`config.mk`:
```
export PLATFORM = sky130hd
export DESIGN_NAME = cyc_count_unit
export DESIGN_NICKNAME = d
export VERILOG_FILES = /design/src/rtl/cyc_pkg.sv /design/src/rtl/cyc_cfg_regs.sv /design/src/rtl/cyc_gate.sv /design/src/rtl/cyc_counter.sv /design/src/rtl/cyc_count_unit.sv
export SDC_FILE = /design/constraint.sdc
export NUM_CORES = 1
export LEC_CHECK = 0
export CAP_MARGIN = 40
export CORE_MARGIN = 1
export CORE_UTILIZATION = 40
export CTS_BUF_LIST = sky130_fd_sc_hd__clkbuf_16
export CTS_CLUSTER_SIZE = 20
export DETAILED_ROUTE_END_ITERATION = 12
export GPL_ROUTABILITY_DRIVEN = 0
export GPL_TIMING_DRIVEN = 0
export PLACE_DENSITY = 0.82
export REMOVE_ABC_BUFFERS = 1
export SYNTH_ARGS = -nofsm -noshare
export SYNTH_HDL_FRONTEND = slang
export SYNTH_SLANG_ARGS = --single-unit
```
`constraint.sdc`:
```
create_clock -name clk -period 3.6 [get_ports clk]
set_input_delay 0.72 -clock clk [delete_from_list [all_inputs] [get_ports clk]]
set_output_delay 0.72 -clock clk [all_outputs]
set_load 0.05 [all_outputs]
```
`src/rtl/cyc_pkg.sv`:
```
package cyc_pkg;
   // control register bit positions
   localparam int CTL_EN  = 0;
   localparam int CTL_CLR = 2;
   localparam int CTL_LC  = 6;
   localparam int CTL_NEV_LSB = 11;
   localparam logic [31:0] CTL_WMASK = 32'h0000_0039;
   // filter register bit positions
   localparam int FLT_KERN_OFF = 31;
   localparam int FLT_USER_OFF = 30;
   localparam int FLT_HYP_ON   = 27;
   localparam logic [31:0] FLT_WMASK = 32'hFC00_0000;

   typedef enum logic [1:0] {
      PRIV_USER = 2'd0,
      PRIV_KERN = 2'd1,
      PRIV_HYP  = 2'd2,
      PRIV_TOP  = 2'd3
   } priv_e;
endpackage

```
`src/rtl/cyc_cfg_regs.sv`:
```
module cyc_cfg_regs
   import cyc_pkg::*;
#(
   parameter int          NUM_EVT   = 4,
   parameter logic [7:0]  IMPL_CODE = 8'h5A,
   parameter bit          LONG_CNT  = 1'b0
) (
   input  logic        clk,
   input  logic        rst_n,
   input  logic        ctl_we_i,
   input  logic [31:0] ctl_wdata_i,
   input  logic        flt_we_i,
   input  logic [31:0] flt_wdata_i,
   output logic [31:0] ctl_o,
   output logic [31:0] flt_o,
   output logic        clr_o
);
   localparam logic [4:0]  NEV = 5'(NUM_EVT);
   localparam logic [31:0] CTL_RST =
      {IMPL_CODE, 8'h00, NEV, 4'h0, LONG_CNT, 6'h00};

   logic [31:0] ctl_q, flt_q;

   always_ff @(posedge clk or negedge rst_n) begin
      if (!rst_n) begin
         ctl_q <= CTL_RST;
         flt_q <= '0;
      end else begin
         if (ctl_we_i) ctl_q <= (ctl_q & ~CTL_WMASK) | (ctl_wdata_i & CTL_WMASK);
         if (flt_we_i) flt_q <= flt_wdata_i & FLT_WMASK;
      end
   end

   assign clr_o = ctl_we_i & ctl_wdata_i[CTL_CLR];
   assign ctl_o = ctl_q;
   assign flt_o = flt_q;

   // protected control bits never move
   p_ro_bits_r3: assert property (@(posedge clk) disable iff (!rst_n)
      (ctl_q & ~CTL_WMASK) == (CTL_RST & ~CTL_WMASK));
   // filter holds nothing below bit 26
   p_flt_mask_r6: assert property (@(posedge clk) disable iff (!rst_n)
      flt_we_i |=> (flt_q & ~FLT_WMASK) == 32'h0);
endmodule

```
`src/rtl/cyc_gate.sv`:
```
module cyc_gate
   import cyc_pkg::*;
(
   input  logic        tick_i,
   input  logic        cnt_en_i,
   input  logic [1:0]  priv_i,
   input  logic [31:0] ctl_i,
   input  logic [31:0] flt_i,
   output logic        inc_o
);
   logic [3:0] lvl_pass;

   // one pass term per privilege level
   for (genvar g = 0; g < 4; g++) begin : g_lvl
      if (g == int'(PRIV_USER)) begin : g_u
         assign lvl_pass[g] = ~flt_i[FLT_USER_OFF];
      end else if (g == int'(PRIV_KERN)) begin : g_k
         assign lvl_pass[g] = ~flt_i[FLT_KERN_OFF];
      end else if (g == int'(PRIV_HYP)) begin : g_h
         assign lvl_pass[g] = flt_i[FLT_HYP_ON];
      end else begin : g_t
         assign lvl_pass[g] = 1'b1;
      end
   end

   assign inc_o = tick_i & cnt_en_i & ctl_i[CTL_EN] & lvl_pass[priv_i];

   // no increment without master enable or counter enable
   always_comb begin
      a_gate_r9: assert (!(inc_o && (!ctl_i[CTL_EN] || !cnt_en_i)));
   end
endmodule

```
`src/rtl/cyc_counter.sv`:
```
module cyc_counter #(
   parameter int CNT_W = 64,
   parameter int LO_W  = 32,
   parameter int AMT_W = 16
) (
   input  logic             clk,
   input  logic             rst_n,
   input  logic             clr_i,
   input  logic             wr_full_i,
   input  logic             wr_lo_i,
   input  logic [CNT_W-1:0] wdata_i,
   input  logic             inc_i,
   input  logic [AMT_W-1:0] amt_i,
   input  logic             long_i,
   output logic [CNT_W-1:0] cnt_o,
   output logic             ovf_o
);
   localparam int HI_W = CNT_W - LO_W;

   logic [CNT_W-1:0] cnt_q, sum;
   logic             ovf_q, old_top, new_top;

   assign sum     = cnt_q + {{(CNT_W-AMT_W){1'b0}}, amt_i};
   assign old_top = long_i ? cnt_q[CNT_W-1] : cnt_q[LO_W-1];
   assign new_top = long_i ? sum[CNT_W-1]   : sum[LO_W-1];

   always_ff @(posedge clk or negedge rst_n) begin
      if (!rst_n) begin
         cnt_q <= '0;
         ovf_q <= 1'b0;
      end else begin
         ovf_q <= 1'b0;
         if (clr_i)          cnt_q <= '0;
         else if (wr_full_i) cnt_q <= wdata_i;
         else if (wr_lo_i)   cnt_q <= {cnt_q[CNT_W-1 -: HI_W], wdata_i[LO_W-1:0]};
         else if (inc_i) begin
            cnt_q <= sum;
            ovf_q <= old_top & ~new_top;
         end
      end
   end

   assign cnt_o = cnt_q;
   assign ovf_o = ovf_q;

   p_clear_r2: assert property (@(posedge clk) disable iff (!rst_n)
      clr_i |=> cnt_q == '0);
   p_add_r4: assert property (@(posedge clk) disable iff (!rst_n)
      (inc_i && !clr_i && !wr_full_i && !wr_lo_i)
      |=> cnt_q == $past(cnt_q) + {{(CNT_W-AMT_W){1'b0}}, $past(amt_i)});
   p_ovf_bit_r7: assert property (@(posedge clk) disable iff (!rst_n)
      ovf_q |-> !(long_i ? cnt_q[CNT_W-1] : cnt_q[LO_W-1]));
   p_ovf_write_r7: assert property (@(posedge clk) disable iff (!rst_n)
      (clr_i || wr_full_i || wr_lo_i) |=> !ovf_q);
   p_lo_keep_r8: assert property (@(posedge clk) disable iff (!rst_n)
      (wr_lo_i && !clr_i && !wr_full_i)
      |=> cnt_q[CNT_W-1 -: HI_W] == $past(cnt_q[CNT_W-1 -: HI_W]));
   p_idle_hold_r9: assert property (@(posedge clk) disable iff (!rst_n)
      (!clr_i && !wr_full_i && !wr_lo_i && !inc_i) |=> $stable(cnt_q));
endmodule

```
`src/rtl/cyc_count_unit.sv`:
```
module cyc_count_unit
   import cyc_pkg::*;
#(
   parameter int         CNT_W     = 64,
   parameter int         LO_W      = 32,
   parameter int         AMT_W     = 16,
   parameter int         NUM_EVT   = 4,
   parameter logic [7:0] IMPL_CODE = 8'h5A,
   parameter bit         LONG_CNT  = 1'b0
) (
   input  logic             clk,
   input  logic             rst_n,
   input  logic             tick_i,
   input  logic [AMT_W-1:0] tick_amt_i,
   input  logic [1:0]       priv_i,
   input  logic             cnt_en_i,
   input  logic             ctl_we_i,
   input  logic [31:0]      ctl_wdata_i,
   input  logic             flt_we_i,
   input  logic [31:0]      flt_wdata_i,
   input  logic             cnt_we_i,
   input  logic             cnt_lo_we_i,
   input  logic [CNT_W-1:0] cnt_wdata_i,
   output logic [CNT_W-1:0] count_o,
   output logic             ovf_o,
   output logic [31:0]      ctl_o,
   output logic [31:0]      flt_o
);
   if (LO_W >= CNT_W) begin : g_bad_lo
      $error("LO_W must be narrower than CNT_W");
   end
   if (AMT_W >= LO_W) begin : g_bad_amt
      $error("AMT_W must be narrower than LO_W");
   end
   if (NUM_EVT < 0 || NUM_EVT > 31) begin : g_bad_nev
      $error("NUM_EVT must fit in five bits");
   end

   logic [31:0] ctl_w, flt_w;
   logic        clr_w, inc_w;

   cyc_cfg_regs #(.NUM_EVT(NUM_EVT), .IMPL_CODE(IMPL_CODE), .LONG_CNT(LONG_CNT)) u_cfg (
      .clk(clk), .rst_n(rst_n),
      .ctl_we_i(ctl_we_i), .ctl_wdata_i(ctl_wdata_i),
      .flt_we_i(flt_we_i), .flt_wdata_i(flt_wdata_i),
      .ctl_o(ctl_w), .flt_o(flt_w), .clr_o(clr_w)
   );

   cyc_gate u_gate (
      .tick_i(tick_i), .cnt_en_i(cnt_en_i), .priv_i(priv_i),
      .ctl_i(ctl_w), .flt_i(flt_w), .inc_o(inc_w)
   );

   cyc_counter #(.CNT_W(CNT_W), .LO_W(LO_W), .AMT_W(AMT_W)) u_cnt (
      .clk(clk), .rst_n(rst_n),
      .clr_i(clr_w), .wr_full_i(cnt_we_i), .wr_lo_i(cnt_lo_we_i),
      .wdata_i(cnt_wdata_i), .inc_i(inc_w), .amt_i(tick_amt_i),
      .long_i(ctl_w[CTL_LC]), .cnt_o(count_o), .ovf_o(ovf_o)
   );

   assign ctl_o = ctl_w;
   assign flt_o = flt_w;

   // a blocked user level never changes the count by ticking alone
   p_user_block_r5: assert property (@(posedge clk) disable iff (!rst_n)
      (priv_i == 2'd0 && flt_w[FLT_USER_OFF] && !ctl_we_i && !cnt_we_i && !cnt_lo_we_i)
      |=> $stable(count_o));
endmodule

```
# Yosys cells after proc, flatten, opt, wreduce, memory -nomap -nowiden
# Cells that the tools add are included.
[op_classes]
reduce_logical = 3
n_eq_ne = 1
add_sub_neg = 1
n_bitwise = 9
mux = 12
order_cmp = 1
[ops]
columns = ["op", "count"]
rows = [
  ["64-bit 2-to-1 mux", 4],
  ["64-bit by 16-bit adder with 64-bit output", 1],
  ["32-bit by 6-bit bitwise OR with 32-bit output", 1],
  ["1-bit 2-to-1 mux", 7],
  ["1-bit bitwise AND", 5],
  ["4-bit nonzero test", 1],
  ["2-bit by 3-bit less-than comparator with 1-bit output, second input constant", 1],
  ["3-bit by 2-bit inequality test with 1-bit output, second input constant", 1],
  ["1-bit inverter", 3],
  ["3-bit nonzero test", 1],
  ["1-bit binary-select mux with 2-bit select", 1],
  ["2-bit AND reduction", 1],
]
[word_totals]
elab_cells = 32
out_inout_bits = 129
reg_bits = 103
inputBits = 154

# Depth between registers and ports, before layout
[logic_depth]
depth_word = 8
mapped_depth = 12
mapped_depth_nobuf = 11

# By module
# Synthesis repeated with hierarchy kept, for this count alone.
[hier_totals]
hier_cells = 630
hier_area_um2 = 5521.5
[modules_own_cells]
columns = ["module", "seq_area_each_um2", "area_each_um2", "n_inst", "cells_each"]
rows = [
  ["cyc_counter", 1626.6, 4677.0, 1, 546],
  ["cyc_cfg_regs", 250.2, 815.8, 1, 78],
  ["cyc_gate", 0.0, 28.8, 1, 6],
]

# Least setup slack after synthesis
# OpenSTA, ideal clock, no wires.
[synth_path]
path_type = "input -> register"
startpoint = "input port tick_amt_i[0]"
endpoint = "register u_cnt.cnt_q[48], in the netlist u_cnt.cnt_o[48]"
t_arrival_ns = 2.925
slack_ns = 0.537
path_buffers = 2
setup_ns = 0.138
stages = 12
t_required_ns = 3.462
path_cell_list = "ha_1 -> fa_1 -> a21oi_1 -> o21ai_0 -> a311oi_1 -> o21ai_1 -> and2_1 -> buf_2 -> buf_2 -> nand3_1 -> xor2_1 -> o22ai_1"
[synth_via]
elab_chain_len = 5
[synth_rtl]
columns = ["element", "line", "text"]
rows = [
  ["start, declared", "cyc_count_unit.sv:14", "input logic [AMT_W-1:0] tick_amt_i,"],
  ["64-bit by 16-bit adder with 64-bit output", "cyc_counter.sv:23", "assign sum = cnt_q + {{(CNT_W-AMT_W){1'b0}}, amt_i};"],
  ["64-bit 2-to-1 mux", "cyc_counter.sv:36", "else if (inc_i) begin"],
  ["64-bit 2-to-1 mux", "cyc_counter.sv:35", "else if (wr_lo_i) cnt_q <= {cnt_q[CNT_W-1 -: HI_W], wdata_i[LO_W-1:0]};"],
  ["64-bit 2-to-1 mux", "cyc_counter.sv:34", "else if (wr_full_i) cnt_q <= wdata_i;"],
  ["64-bit 2-to-1 mux", "cyc_counter.sv:33", "if (clr_i) cnt_q <= '0;"],
  ["end signal, assigned", "cyc_counter.sv:34", ""],
  ["end signal, assigned", "cyc_counter.sv:35", ""],
  ["end signal, assigned", "cyc_counter.sv:37", "cnt_q <= sum;"],
  ["end, declared", "cyc_counter.sv:20", "logic [CNT_W-1:0] cnt_q, sum;"],
]
# No other way between the ends. The select of a mux whose other input is x is not followed.
# A chain may end at the register's enable or synchronous reset.

# Worst setup path in the final report
[layout_path]
startpoint = "input port tick_amt_i[0]"
endpoint = "register u_cnt.cnt_q[26], in the netlist u_cnt.cnt_o[26]"
# Same word-level chain as after synthesis.

==> results.cfg <==
[status]
status = complete, no violations

[detailed_routing]
ant_nets = 0
vias_per_cell = 5.48
first_pass_iters = 5
drt_iter0_markers = 346
routedWlPerCell_um = 16.5
routed_wl_um = 16200
via_count = 5374
route.detailed.drc = 0

[yosys]
synth_top_area_share_pct = 35.1
yosysMostFrequentCell = nand2_1
synthTopCellsByArea = dfrtp_1, buf_4, nand2_1, ha_1, a21oi_1
ys_warn_count = 0
synthFlopType = dfrtp_1
ys_seq_elements = 75
synth-edff-count = 0
async_flop_share_pct = 100
syn_area_sq_um = 5340
ys_types = 62
syn_area_per_cell_sq_um = 8.33
ys_seq_area_share_pct = 35.1
synth_cells = 641
yosysTopAreaCell = dfrtp_1
synthTopCellsByCount = nand2_1, dfrtp_1, buf_4

[clocking]
clk_pin_slew_ns = 0.06
clock_path_buffers = 2
clock_latency_ns = 0.35
cts_root_buffer = clkbuf_16
htreeDepth = 3
cts_buffers = 9
cts_setup_buffers = 0
cts_tree = yes
ctsHoldBuffers = 0
cts_sinks = 75

[setup_path]
critical_path.max_fanout = 4
r2r_start = u_cnt.cnt_o[0]$_DFFE_PN0P_
cpMostUsedCell = a21oi_1
cp_cell_sequence = clkdlybuf4s50_1, ha_1, fa_1, a21oi_1, o21ai_2, a221o_1, a211oi_1, o31a_1, nor4b_1, xnor2_1, a21oi_1
cp.required_ns = 3.86
r2r_end = u_cnt.cnt_o[26]$_DFFE_PN0P_
path_class = input pin to flop
endpoint_kind = flop
cp-start-kind = input pin
worst_path_max_delay_cell = a211oi_1
reg2reg_slack_ns = 0.60
arrival_ns = 3.66
r2r_cells = 10
cpPeakStageDelay_ns = 0.44

[die]
io_pins = 283
dieArea_sq_um = 13800
die_y_um = 118
initial_utilization_pct = 41.7
die_w_um = 118
core-area_sq_um = 12800
rows = 41

[power_and_ir_drop]
power.static_leakage_nw = 2.95
irDropWorstVdd_uv = 220
p_per_area_nw_per_um2 = 419

[layout]
final_nets = 976
syn2layout_area_growth_pct = 38.7
drive_above_1_share_pct = 6.19
antenna_cells = 0
stdcell_count = 980

[timing]
worst_slew_pin_slew_ns = 0.883
rsz0062_at_grt = false
fmax_mhz = 295
setup_violations = 0
fin_crit_sh_pct = 94.2
slew_viol_final = 0
layout_setup_ws_ns = 0.207
hold_viol_final = 0
clock_skew_ns = 0.00704
slew_headroom_pct = 40.6
fin_crit_ns = 3.39

[job]
maxCapViolCount = 0

[placement]
dp.cells = 965
io_buffers = 175
dpl.hpwl_um = 12000
place_ws_ns = -0.736

[global_routing]
grt_pass1_wl_um = 26600
grt_pass1_vias = 5133
grt_usage_pct = 24.1
grt_antenna_before_repair = 0
grt_max_degree = 49
grt_remaining_overflow = 0

[worst_hold_path]
hp-class = input pin to async pin
[layout by cell type, fill, tap and decap left out, types with 9 or more instances in the layout]
| cell type | netlist | layout |
|---|---|---|
| xnor2_1 | 24 | 24 |
| clkbuf_16 | 0 | 9 |
| mux2_2 | 10 | 10 |
| o21ai_0 | 38 | 37 |
| xor2_1 | 10 | 10 |
| nand2_1 | 99 | 99 |
| dfrtp_1 | 75 | 75 |
| nand4_1 | 14 | 14 |
| o311ai_0 | 15 | 15 |
| nor2_1 | 44 | 42 |
| conb_1 | 2 | 54 |
| clkdlybuf4s50_1 | 0 | 174 |
| and3_1 | 10 | 10 |
| ha_1 | 17 | 17 |
| o211ai_1 | 13 | 13 |
| nand3_1 | 32 | 32 |
| a21oi_1 | 42 | 42 |
[state kept, by name (all words and copies together) (netlist names)]
| name | cells |
|---|---|
| u_cnt.ovf_o | 1 |
| u_cfg.ctl_o | 4 |
| u_cfg.flt_o | 6 |
| u_cnt.cnt_o | 64 |
[worst max path at each step]
stage,start,to,slack [ns],cells past startpoint
finish,tick_amt_i[0],u_cnt.cnt_o[26]$_DFFE_PN0P_,0.21,11
global route,tick_amt_i[6],u_cnt.cnt_o[63]$_DFFE_PN0P_,0.03,12
CTS,tick_amt_i[0],u_cnt.cnt_o[62]$_DFFE_PN0P_,0.02,11
detailed placement,tick_amt_i[0],u_cnt.cnt_o[62]$_DFFE_PN0P_,-0.74,11
global placement,cnt_we_i,u_cnt.cnt_o[62]$_DFFE_PN0P_,-2.27,7
floorplan,cnt_we_i,u_cnt.cnt_o[62]$_DFFE_PN0P_,-0.08,6
[cell type report]
type / count / area [sq um]
clock buffers: 9 / 225
clock inverters: 6 / 81.3
fillers: 1174 / 5420
inverters: 10 / 37.5
multi-input cells: 527 / 3130
flip-flops and latches: 75 / 1880
well taps: 172 / 215
repair buffers: 181 / 1840
[per-stage QoR]
stage | total power [mW] | utilization, % | hold slack [ns] | cell area, sq um | TNS (ns)
2_1_floorplan | 1.73 | - | 0.424 | 5030 | -0.0829
3_3_place_gp | 2.12 | 54.5 | 0.488 | 6990 | -141.64
3_5_place_dp | 2.14 | 55.3 | 0.495 | 7090 | -7.09
4_1_cts | 3.11 | 57.7 | 0.315 | 7400 | 0
5_1_grt | 3.24 | 57.8 | 0.329 | 7410 | 0
6_report | 3.10 | 57.8 | 0.301 | 7410 | 0
[worst max-delay path, delay by kind of cell]
family                     cells  cell delay [ns]
AOI/OAI and AO/OA              6             1.62
adders and majority gates      2             0.65
buffers and inverters          1             0.40
xor gates and xnor gates       1             0.16
and+or+nand+nor                1             0.10
[cells by family (layout without fill, tap and decap cells)]
family                     count (synthesis)  in the layout  share of synthesized area (%)
AOI/OAI and AO/OA                        162            162                           19.9
xor gates and xnor gates                  34             34                           5.57
adders and majority gates                 18             18                           4.36
buffers and inverters                     91            206                           10.3
DFF                                       75             75                           35.1
muxes                                     12             12                           2.48
other                                      2             54                          0.141
and+or+nand+nor                          247            247                           22.2
[repair_timing]
action	in CTS	in global routing
setup endpoints to repair	8	9
resized for setup	2	3
pin swaps	0	0
[report_power, final]
part | leakage (nW) | internal [mW] | switching (mW) | total (mW)
sequential | 0.927 | 0.922 | 0.0978 | 1.02
clock | 0.150 | 0.598 | 0.363 | 0.961
combinational | 1.87 | 0.401 | 0.719 | 1.12
[routing by layer]
layer / track usage, % / vias up / share of wire, %
li1: - / 2555 / -
met1: 31.2 / 2547 / 44
met2: 38.9 / 241 / 47
met3: 4.41 / 31 / 6.5
met4: 11.1 / 0 / 2.8
met5: 0 / - / 0
Power figures use the tool's default switching activity.
